$ cat config.mk
export PLATFORM = sky130hd
export DESIGN_NAME = qt_range_decoder
export DESIGN_NICKNAME = d
export VERILOG_FILES = /design/src/rtl/qtd_pkg.sv /design/src/rtl/qtd_edge_store.sv /design/src/rtl/qtd_range_select.sv /design/src/rtl/qt_range_decoder.sv
export SDC_FILE = /design/constraint.sdc
export NUM_CORES = 1
export LEC_CHECK = 0
export BUFFER_PORTS_ARGS = -buffer_cell sky130_fd_sc_hd__buf_2
export CAP_MARGIN = 0
export CORE_ASPECT_RATIO = 0.6
export CORE_MARGIN = 1.5
export CORE_UTILIZATION = 45
export CTS_BUF_LIST = sky130_fd_sc_hd__clkbuf_16
export DETAILED_ROUTE_END_ITERATION = 16
export PLACE_DENSITY = 0.65
export SLEW_MARGIN = 20
export SYNTH_ARGS = -nofsm -noshare
export SYNTH_HDL_FRONTEND = slang
export SYNTH_SLANG_ARGS = --single-unit
$ cat constraint.sdc
create_clock -name clk -period 3 [get_ports clk]
set_input_delay 0.15 -clock clk [delete_from_list [all_inputs] [get_ports clk]]
set_output_delay 0.15 -clock clk [all_outputs]
set_load 0.02 [all_outputs]
$ cat src/rtl/qtd_pkg.sv
package qtd_pkg;

    // Range code carried on out_range; the numeric values are part of the interface.
    typedef enum logic [1:0] {
        RNG_HIGH = 2'd0,
        RNG_MID  = 2'd1,
        RNG_LOW  = 2'd2,
        RNG_ERR  = 2'd3
    } rng_e;

    // Edge counts that carry a valid measurement on the merged line.
    localparam int EDGES_FULL = 4;
    localparam int EDGES_LOW  = 2;

    // Controller states.
    typedef enum logic {
        S_COLLECT = 1'b0,
        S_EMIT    = 1'b1
    } fsm_e;

endpackage

$ cat src/rtl/qtd_edge_store.sv
module qtd_edge_store #(
    parameter int TW    = 16,
    parameter int SLOTS = 4,
    parameter int CW    = 3
) (
    input  logic          clk,
    input  logic          rst_n,
    input  logic          push,
    input  logic          clear,
    input  logic [TW-1:0] t_in,
    output logic [TW-1:0] edges_o [SLOTS],
    output logic [CW-1:0] count_o
);

    localparam logic [CW-1:0] CNT_MAX = '1;

    logic [CW-1:0] count_q;

    // Edge counter: saturates so that long hit lists still read as "too many".
    always_ff @(posedge clk or negedge rst_n) begin
        if (!rst_n) begin
            count_q <= '0;
        end else if (clear) begin
            count_q <= '0;
        end else if (push && (count_q != CNT_MAX)) begin
            count_q <= count_q + 1'b1;
        end
    end

    assign count_o = count_q;

    // One capture register per slot; slot g takes the g-th edge of the channel.
    for (genvar g = 0; g < SLOTS; g++) begin : g_slot
        logic [TW-1:0] slot_q;

        always_ff @(posedge clk or negedge rst_n) begin
            if (!rst_n) begin
                slot_q <= '0;
            end else if (push && (count_q == CW'(g))) begin
                slot_q <= t_in;
            end
        end

        assign edges_o[g] = slot_q;
    end

    // a drained channel leaves the counter empty.
    a_r9_clear_empties: assert property (@(posedge clk) disable iff (!rst_n)
        clear |=> (count_q == '0));

    // counting past the top value keeps the count pinned there.
    a_r5_count_pinned: assert property (@(posedge clk) disable iff (!rst_n)
        (push && !clear && (count_q == CNT_MAX)) |=> (count_q == CNT_MAX));

endmodule

$ cat src/rtl/qtd_range_select.sv
module qtd_range_select
    import qtd_pkg::*;
#(
    parameter int TW        = 16,
    parameter int AW        = 16,
    parameter int CW        = 3,
    parameter int SLOTS     = 4,
    parameter int MID_LIMIT = 256,
    parameter int SH_MID    = 4,
    parameter int SH_LOW    = 8
) (
    input  logic [CW-1:0] count,
    input  logic [TW-1:0] edges [SLOTS],
    output rng_e          rng_o,
    output logic [AW-1:0] amp_o,
    output logic [TW-1:0] time_o
);

    // Wide enough to see any bit pushed past the output width.
    localparam int WIDE = (TW + SH_LOW > AW) ? (TW + SH_LOW) : (AW + 1);
    localparam logic [TW-1:0] MID_LIMIT_V = TW'(MID_LIMIT);

    logic [TW-1:0]   gap_inner;
    logic [TW-1:0]   gap_outer;
    logic [TW-1:0]   gap_low;
    logic [TW-1:0]   gap_sel;
    logic [WIDE-1:0] scaled;
    int unsigned     shift;

    assign gap_inner = edges[2] - edges[1];
    assign gap_outer = edges[3] - edges[0];
    assign gap_low   = edges[1] - edges[0];

    // Pick the range from the edge count and the inner gap.
    always_comb begin
        rng_o   = RNG_ERR;
        gap_sel = '0;
        shift   = 0;
        time_o  = '0;
        if (count == CW'(EDGES_FULL)) begin
            time_o = edges[0];
            if (gap_inner < MID_LIMIT_V) begin
                rng_o   = RNG_HIGH;
                gap_sel = gap_inner;
                shift   = 0;
            end else begin
                rng_o   = RNG_MID;
                gap_sel = gap_outer;
                shift   = SH_MID;
            end
        end else if (count == CW'(EDGES_LOW)) begin
            time_o  = edges[0];
            rng_o   = RNG_LOW;
            gap_sel = gap_low;
            shift   = SH_LOW;
        end
    end

    // Scale onto the common axis and clamp at full scale.
    always_comb begin
        scaled = WIDE'(gap_sel) << shift;
        if (|scaled[WIDE-1:AW]) begin
            amp_o = '1;
        end else begin
            amp_o = scaled[AW-1:0];
        end
    end

endmodule

$ cat src/rtl/qt_range_decoder.sv
module qt_range_decoder
    import qtd_pkg::*;
#(
    parameter int TW        = 16,
    parameter int AW        = 16,
    parameter int MID_LIMIT = 256,
    parameter int SH_MID    = 4,
    parameter int SH_LOW    = 8
) (
    input  logic          clk,
    input  logic          rst_n,
    input  logic          in_valid,
    output logic          in_ready,
    input  logic          in_eoc,
    input  logic [TW-1:0] in_time,
    output logic          out_valid,
    input  logic          out_ready,
    output logic [TW-1:0] out_time,
    output logic [AW-1:0] out_amp,
    output logic [1:0]    out_range,
    output logic          out_err
);

    localparam int SLOTS = EDGES_FULL;
    localparam int CW    = 3;
    localparam logic [AW-1:0] MID_MASK = AW'((1 << SH_MID) - 1);
    localparam logic [AW-1:0] LOW_MASK = AW'((1 << SH_LOW) - 1);
    localparam logic [AW-1:0] HI_LIM   = AW'(MID_LIMIT);

    fsm_e state_q;
    fsm_e state_d;

    logic          beat_take;
    logic          push;
    logic          close;
    logic          drain;
    logic [TW-1:0] edges [SLOTS];
    logic [CW-1:0] count;
    rng_e          rng_c;
    logic [AW-1:0] amp_c;
    logic [TW-1:0] time_c;
    rng_e          rng_q;
    logic [AW-1:0] amp_q;
    logic [TW-1:0] time_q;

    assign beat_take = in_valid && in_ready;
    assign push      = beat_take && !in_eoc;
    assign close     = beat_take && in_eoc;
    assign drain     = out_valid && out_ready;

    qtd_edge_store #(
        .TW    (TW),
        .SLOTS (SLOTS),
        .CW    (CW)
    ) u_store (
        .clk     (clk),
        .rst_n   (rst_n),
        .push    (push),
        .clear   (drain),
        .t_in    (in_time),
        .edges_o (edges),
        .count_o (count)
    );

    qtd_range_select #(
        .TW        (TW),
        .AW        (AW),
        .CW        (CW),
        .SLOTS     (SLOTS),
        .MID_LIMIT (MID_LIMIT),
        .SH_MID    (SH_MID),
        .SH_LOW    (SH_LOW)
    ) u_select (
        .count  (count),
        .edges  (edges),
        .rng_o  (rng_c),
        .amp_o  (amp_c),
        .time_o (time_c)
    );

    // State register.
    always_ff @(posedge clk or negedge rst_n) begin
        if (!rst_n) begin
            state_q <= S_COLLECT;
        end else begin
            state_q <= state_d;
        end
    end

    // Transitions: close (COLLECT -> EMIT), drain (EMIT -> COLLECT).
    always_comb begin
        state_d = state_q;
        unique case (state_q)
            S_COLLECT: if (close) state_d = S_EMIT;
            S_EMIT:    if (out_ready) state_d = S_COLLECT;
            default:   state_d = S_COLLECT;
        endcase
    end

    // Outputs decoded from the state.
    always_comb begin
        in_ready  = 1'b0;
        out_valid = 1'b0;
        unique case (state_q)
            S_COLLECT: in_ready  = 1'b1;
            S_EMIT:    out_valid = 1'b1;
            default:   in_ready  = 1'b0;
        endcase
    end

    // Result record, captured on close.
    always_ff @(posedge clk or negedge rst_n) begin
        if (!rst_n) begin
            rng_q  <= RNG_ERR;
            amp_q  <= '0;
            time_q <= '0;
        end else if (close) begin
            rng_q  <= rng_c;
            amp_q  <= amp_c;
            time_q <= time_c;
        end
    end

    assign out_time  = time_q;
    assign out_amp   = amp_q;
    assign out_range = rng_q;
    assign out_err   = (rng_q == RNG_ERR);

    a_r1_idle_after_reset: assert property (@(posedge clk) disable iff (!rst_n)
        !$past(rst_n) |-> (!out_valid && in_ready));

    a_r7_result_next: assert property (@(posedge clk) disable iff (!rst_n)
        (in_valid && in_ready && in_eoc) |=> out_valid);

    a_r7_no_spurious: assert property (@(posedge clk) disable iff (!rst_n)
        $rose(out_valid) |-> $past(in_valid && in_ready && in_eoc));

    a_r8_hold_stable: assert property (@(posedge clk) disable iff (!rst_n)
        (out_valid && !out_ready) |=> (out_valid && $stable(out_amp)
                                       && $stable(out_time) && $stable(out_range)));

    a_r8_stall_input: assert property (@(posedge clk) disable iff (!rst_n)
        out_valid |-> !in_ready);

    a_r5_err_clean: assert property (@(posedge clk) disable iff (!rst_n)
        (out_valid && out_range == 2'd3) |-> (out_amp == '0 && out_time == '0));

    a_r2_high_bound: assert property (@(posedge clk) disable iff (!rst_n)
        (out_valid && out_range == 2'd0) |-> (out_amp < HI_LIM));

    a_r3_mid_granule: assert property (@(posedge clk) disable iff (!rst_n)
        (out_valid && out_range == 2'd1)
            |-> ((out_amp & MID_MASK) == '0 || out_amp == '1));

    a_r4_low_granule: assert property (@(posedge clk) disable iff (!rst_n)
        (out_valid && out_range == 2'd2)
            |-> ((out_amp & LOW_MASK) == '0 || out_amp == '1));

endmodule

==> flow_metrics.py <==
metrics = {
    "status": {
        "status": "finished with violations",
        "violations": "setup timing",
    },
    "grt": {
        "grt_pass1_vias": 5826,
        "met1_usage": 0.405,
        "gr-usage-met2": 0.377,
        "use_met3": 0.0337,
        "grt.total_usage": 0.259,
        "overflow": 0,
        "top_usage_layer": "met1",
        "grt_max_degree": 53,
        "grt_antenna_before_repair": 0,
        "grt_pass1_wl_microns": 31500,
    },
    "critical_path": {
        "critPathKind": "reg2reg",
        "crit_path_start_kind": "register",
        "crit_fanout": 6,
        "path_depth": 14,
        "path_cells": "inv_2 -> ha_4 -> inv_2 -> fa_2 -> a211oi_2 -> o211ai_1 -> a2111oi_2 -> o21bai_1 -> xor2_1 -> o41ai_2 -> nand4b_1 -> o21ai_2 -> and2_4 -> a31oi_1",
        "r2r_setup_slack_ns": -0.34,
        "path_delay_family": "compound AO/OA/AOI/OAI gates",
        "r2r_start": "u_store.g_slot[1].slot_q[0]",
        "reg2reg_depth": 14,
        "crit_path_frequent_cell": "inv_2",
        "cp-end-kind": "register",
        "required_ns": 3.23,
        "crit_slowest_cell": "dfrtp_1",
        "crit_arrival_ns": 3.57,
        "path_buf_inv": 2,
        "r2r_end": "out_amp[6]",
        "slowest_delay_ns": 0.42,
    },
    "floorplanning": {
        "die_x_microns": 160,
        "initial_utilization": 0.461,
        "die_y_microns": 97.4,
        "rows": 34,
        "fp.dieArea_sq_um": 15600,
        "io_pins": 58,
        "core_area_sq_um": 14500,
    },
    "finish": {
        "layout.nets": 925,
        "fin_cells": 1053,
        "multi_input_area_sq_um": 4060,
        "area_delta_synth_final_pct": 28.4,
        "fillerInstances": 1243,
        "final-seq-area_sq_um": 2560,
        "antennaDiodeCount": 0,
        "drive_gt1_frac": 0.361,
    },
    "routing": {
        "drt_first_iter_violations": 430,
        "drc": 0,
        "first_pass_iters": 5,
        "vias": 6006,
        "drt-vias-per-instance": 5.70,
        "wirelength_microns": 20100,
        "drt-wirelength-per-cell_microns": 19.1,
        "antenna_left": 0,
    },
    "clock_tree": {
        "clock_latency_ns": 0.35,
        "clk_path_buf_depth": 2,
        "cts_root_buf": "clkbuf_16",
        "cts_tree": "yes",
        "clk_pin_slew_worst_paths_ns": 0.07,
        "htreeDepth": 3,
        "cts_sinks": 102,
        "numCtsBuffers": 9,
    },
    "sta": {
        "skew_ns": 0.00908,
        "slew_viol_final": 0,
        "finalSetupViolCount": 16,
        "slew_headroom": 0.381,
        "rsz0062_at_grt": "true",
        "worst-slew-pin-transition_ns": 0.926,
        "layout_setup_ws_ns": -0.340,
        "fmax_mhz": 299,
        "fin_crit_ns": 3.34,
        "finalHoldViolCount": 0,
        "timing.final.crit_share": 1.11,
    },
    "yosys": {
        "synth_common_cells": "dfrtp_1, mux2_2, ha_1, inv_1, a21oi_1",
        "yosysTopAreaCell": "dfrtp_1",
        "async_reset_ff_frac": 1.00,
        "synth_edf_count": 0,
        "post-synth-top-count-cell": "dfrtp_1",
        "syn_area_per_cell_sq_um": 9.84,
        "synth_nets": 755,
        "netlist_instances": 680,
        "syn-cell-area_sq_um": 6690,
        "synth-seq-cells": 102,
        "synth-seq-area-share": 0.382,
        "synth.area.top_cells": "dfrtp_1, mux2_2, ha_1, a21oi_1, inv_1",
        "yosys_warnings": 0,
        "synth_ff_type": "dfrtp_1",
        "yosys.area.top_type_share": 0.374,
        "ys_types": 68,
    },
    "place": {
        "gp_congestion": 0.954,
        "hpwl_microns": 15200,
        "dp.cells": 1031,
        "io_buffers": 57,
    },
    "job": {
        "cap_violations": 0,
    },
    "hold_path": {
        "hold_end": "u_store.count_o[0]",
        "worstHoldPathType": "in2reg",
        "holdPathStages": 2,
        "holdCritStartpoint": "out_ready",
    },
}
-- routing by layer --
metal  share of wire  up-vias
met3           0.053       21
li1                -     2834
met1            0.52     2974
met2            0.41      177
met4           0.011        0
met5               0        -
-- placed cells by master, fill, tap and decap left out, types with 7 or more instances in the layout --
cell type / synthesis / final
a21o_1: 16 / 16
a21oi_1: 45 / 35
a21oi_2: 2 / 11
a22o_1: 16 / 16
a31oi_1: 8 / 7
buf_2: 1 / 56
buf_4: 0 / 118
clkbuf_16: 0 / 9
dfrtp_1: 100 / 99
ha_1: 51 / 49
inv_1: 51 / 50
mux2_2: 64 / 64
nand2_1: 38 / 37
nand2b_1: 10 / 9
nand3_1: 14 / 14
nor2_1: 42 / 42
nor2b_1: 8 / 7
nor3_1: 13 / 12
o211ai_1: 7 / 7
o21a_1: 14 / 14
o21ai_0: 31 / 27
o22ai_1: 7 / 7
or3_1: 8 / 8
xnor2_1: 11 / 11
xor2_1: 16 / 16
-- timing repair --
| action | CTS | global route |
|---|---|---|
| hold buffers | 1 | 0 |
| setup buffers | 3 | 1 |
| resized for setup | 19 | 19 |
| endpoints found under the hold margin | 49 | 0 |
| cloned | 0 | 1 |
| endpoints found under the setup margin | 17 | 17 |
| pin swaps | 18 | 5 |
-- worst register-to-register path, delay by kind of cell, from the launching register on --
family                     cells  cell delay [ns]
AOI/OAI and AO/OA              7             1.52
xor gates and xnor gates       1             0.18
adders and majority gates      2             0.47
buffers and inverters          2             0.13
DFF                            1             0.42
and+or+nand+nor                2             0.50
-- flip-flops by register name, summed over array words and instances, names as in the netlist --
register	flops
out_amp	16
out_range	2
state_q	1
u_store.count_o	3
out_time	16
u_store.g_slot.slot_q	64
-- how the worst max path moves through the flow --
stage | from | to
detailed placement | u_store.g_slot[2].slot_q[0] | out_amp[12]
finish | u_store.g_slot[1].slot_q[0] | out_amp[6]
global placement | u_store.g_slot[2].slot_q[0] | out_amp[12]
CTS | u_store.g_slot[1].slot_q[0] | out_amp[6]
floorplan | u_store.g_slot[1].slot_q[0] | out_amp[7]
global route | u_store.g_slot[1].slot_q[0] | out_amp[5]
-- logic make-up after synthesis --
logic type / Yosys count / share of synthesized area
xor+xnor: 27 / 0.0354
fa+ha+maj: 54 / 0.104
compound gates: 192 / 0.196
buf+inv: 70 / 0.0406
flops: 102 / 0.382
mux: 68 / 0.114
simple gates: 167 / 0.128
-- layout make-up --
type | instances | area share
Clock buffer | 9 | 0.0262
Clock inverter | 7 | 0.0109
Inverter | 51 | 0.0223
Multi-Input combinational cell | 509 | 0.473
Sequential cell | 102 | 0.298
Tap cell | 198 | 0.0289
Timing Repair Buffer | 177 | 0.141
-- metrics by stage --
step	TNS, ns	hold WS (ns)	instance area [sq um]	setup WS [ns]	utilization
2_1_floorplan	-0.0325	-0.146	6740	-0.0110	-
3_3_place_gp	-6.46	0.238	8070	-0.482	0.556
3_5_place_dp	-7.21	0.254	8070	-0.551	0.556
4_1_cts	-3.51	0.00681	8510	-0.256	0.587
5_1_grt	-8.67	0.0124	8590	-0.587	0.592
6_report	-4.86	0.0158	8590	-0.340	0.592
Power is not shown: default switching activity piles up to over one toggle a cycle in this logic, so the estimate is an artifact.
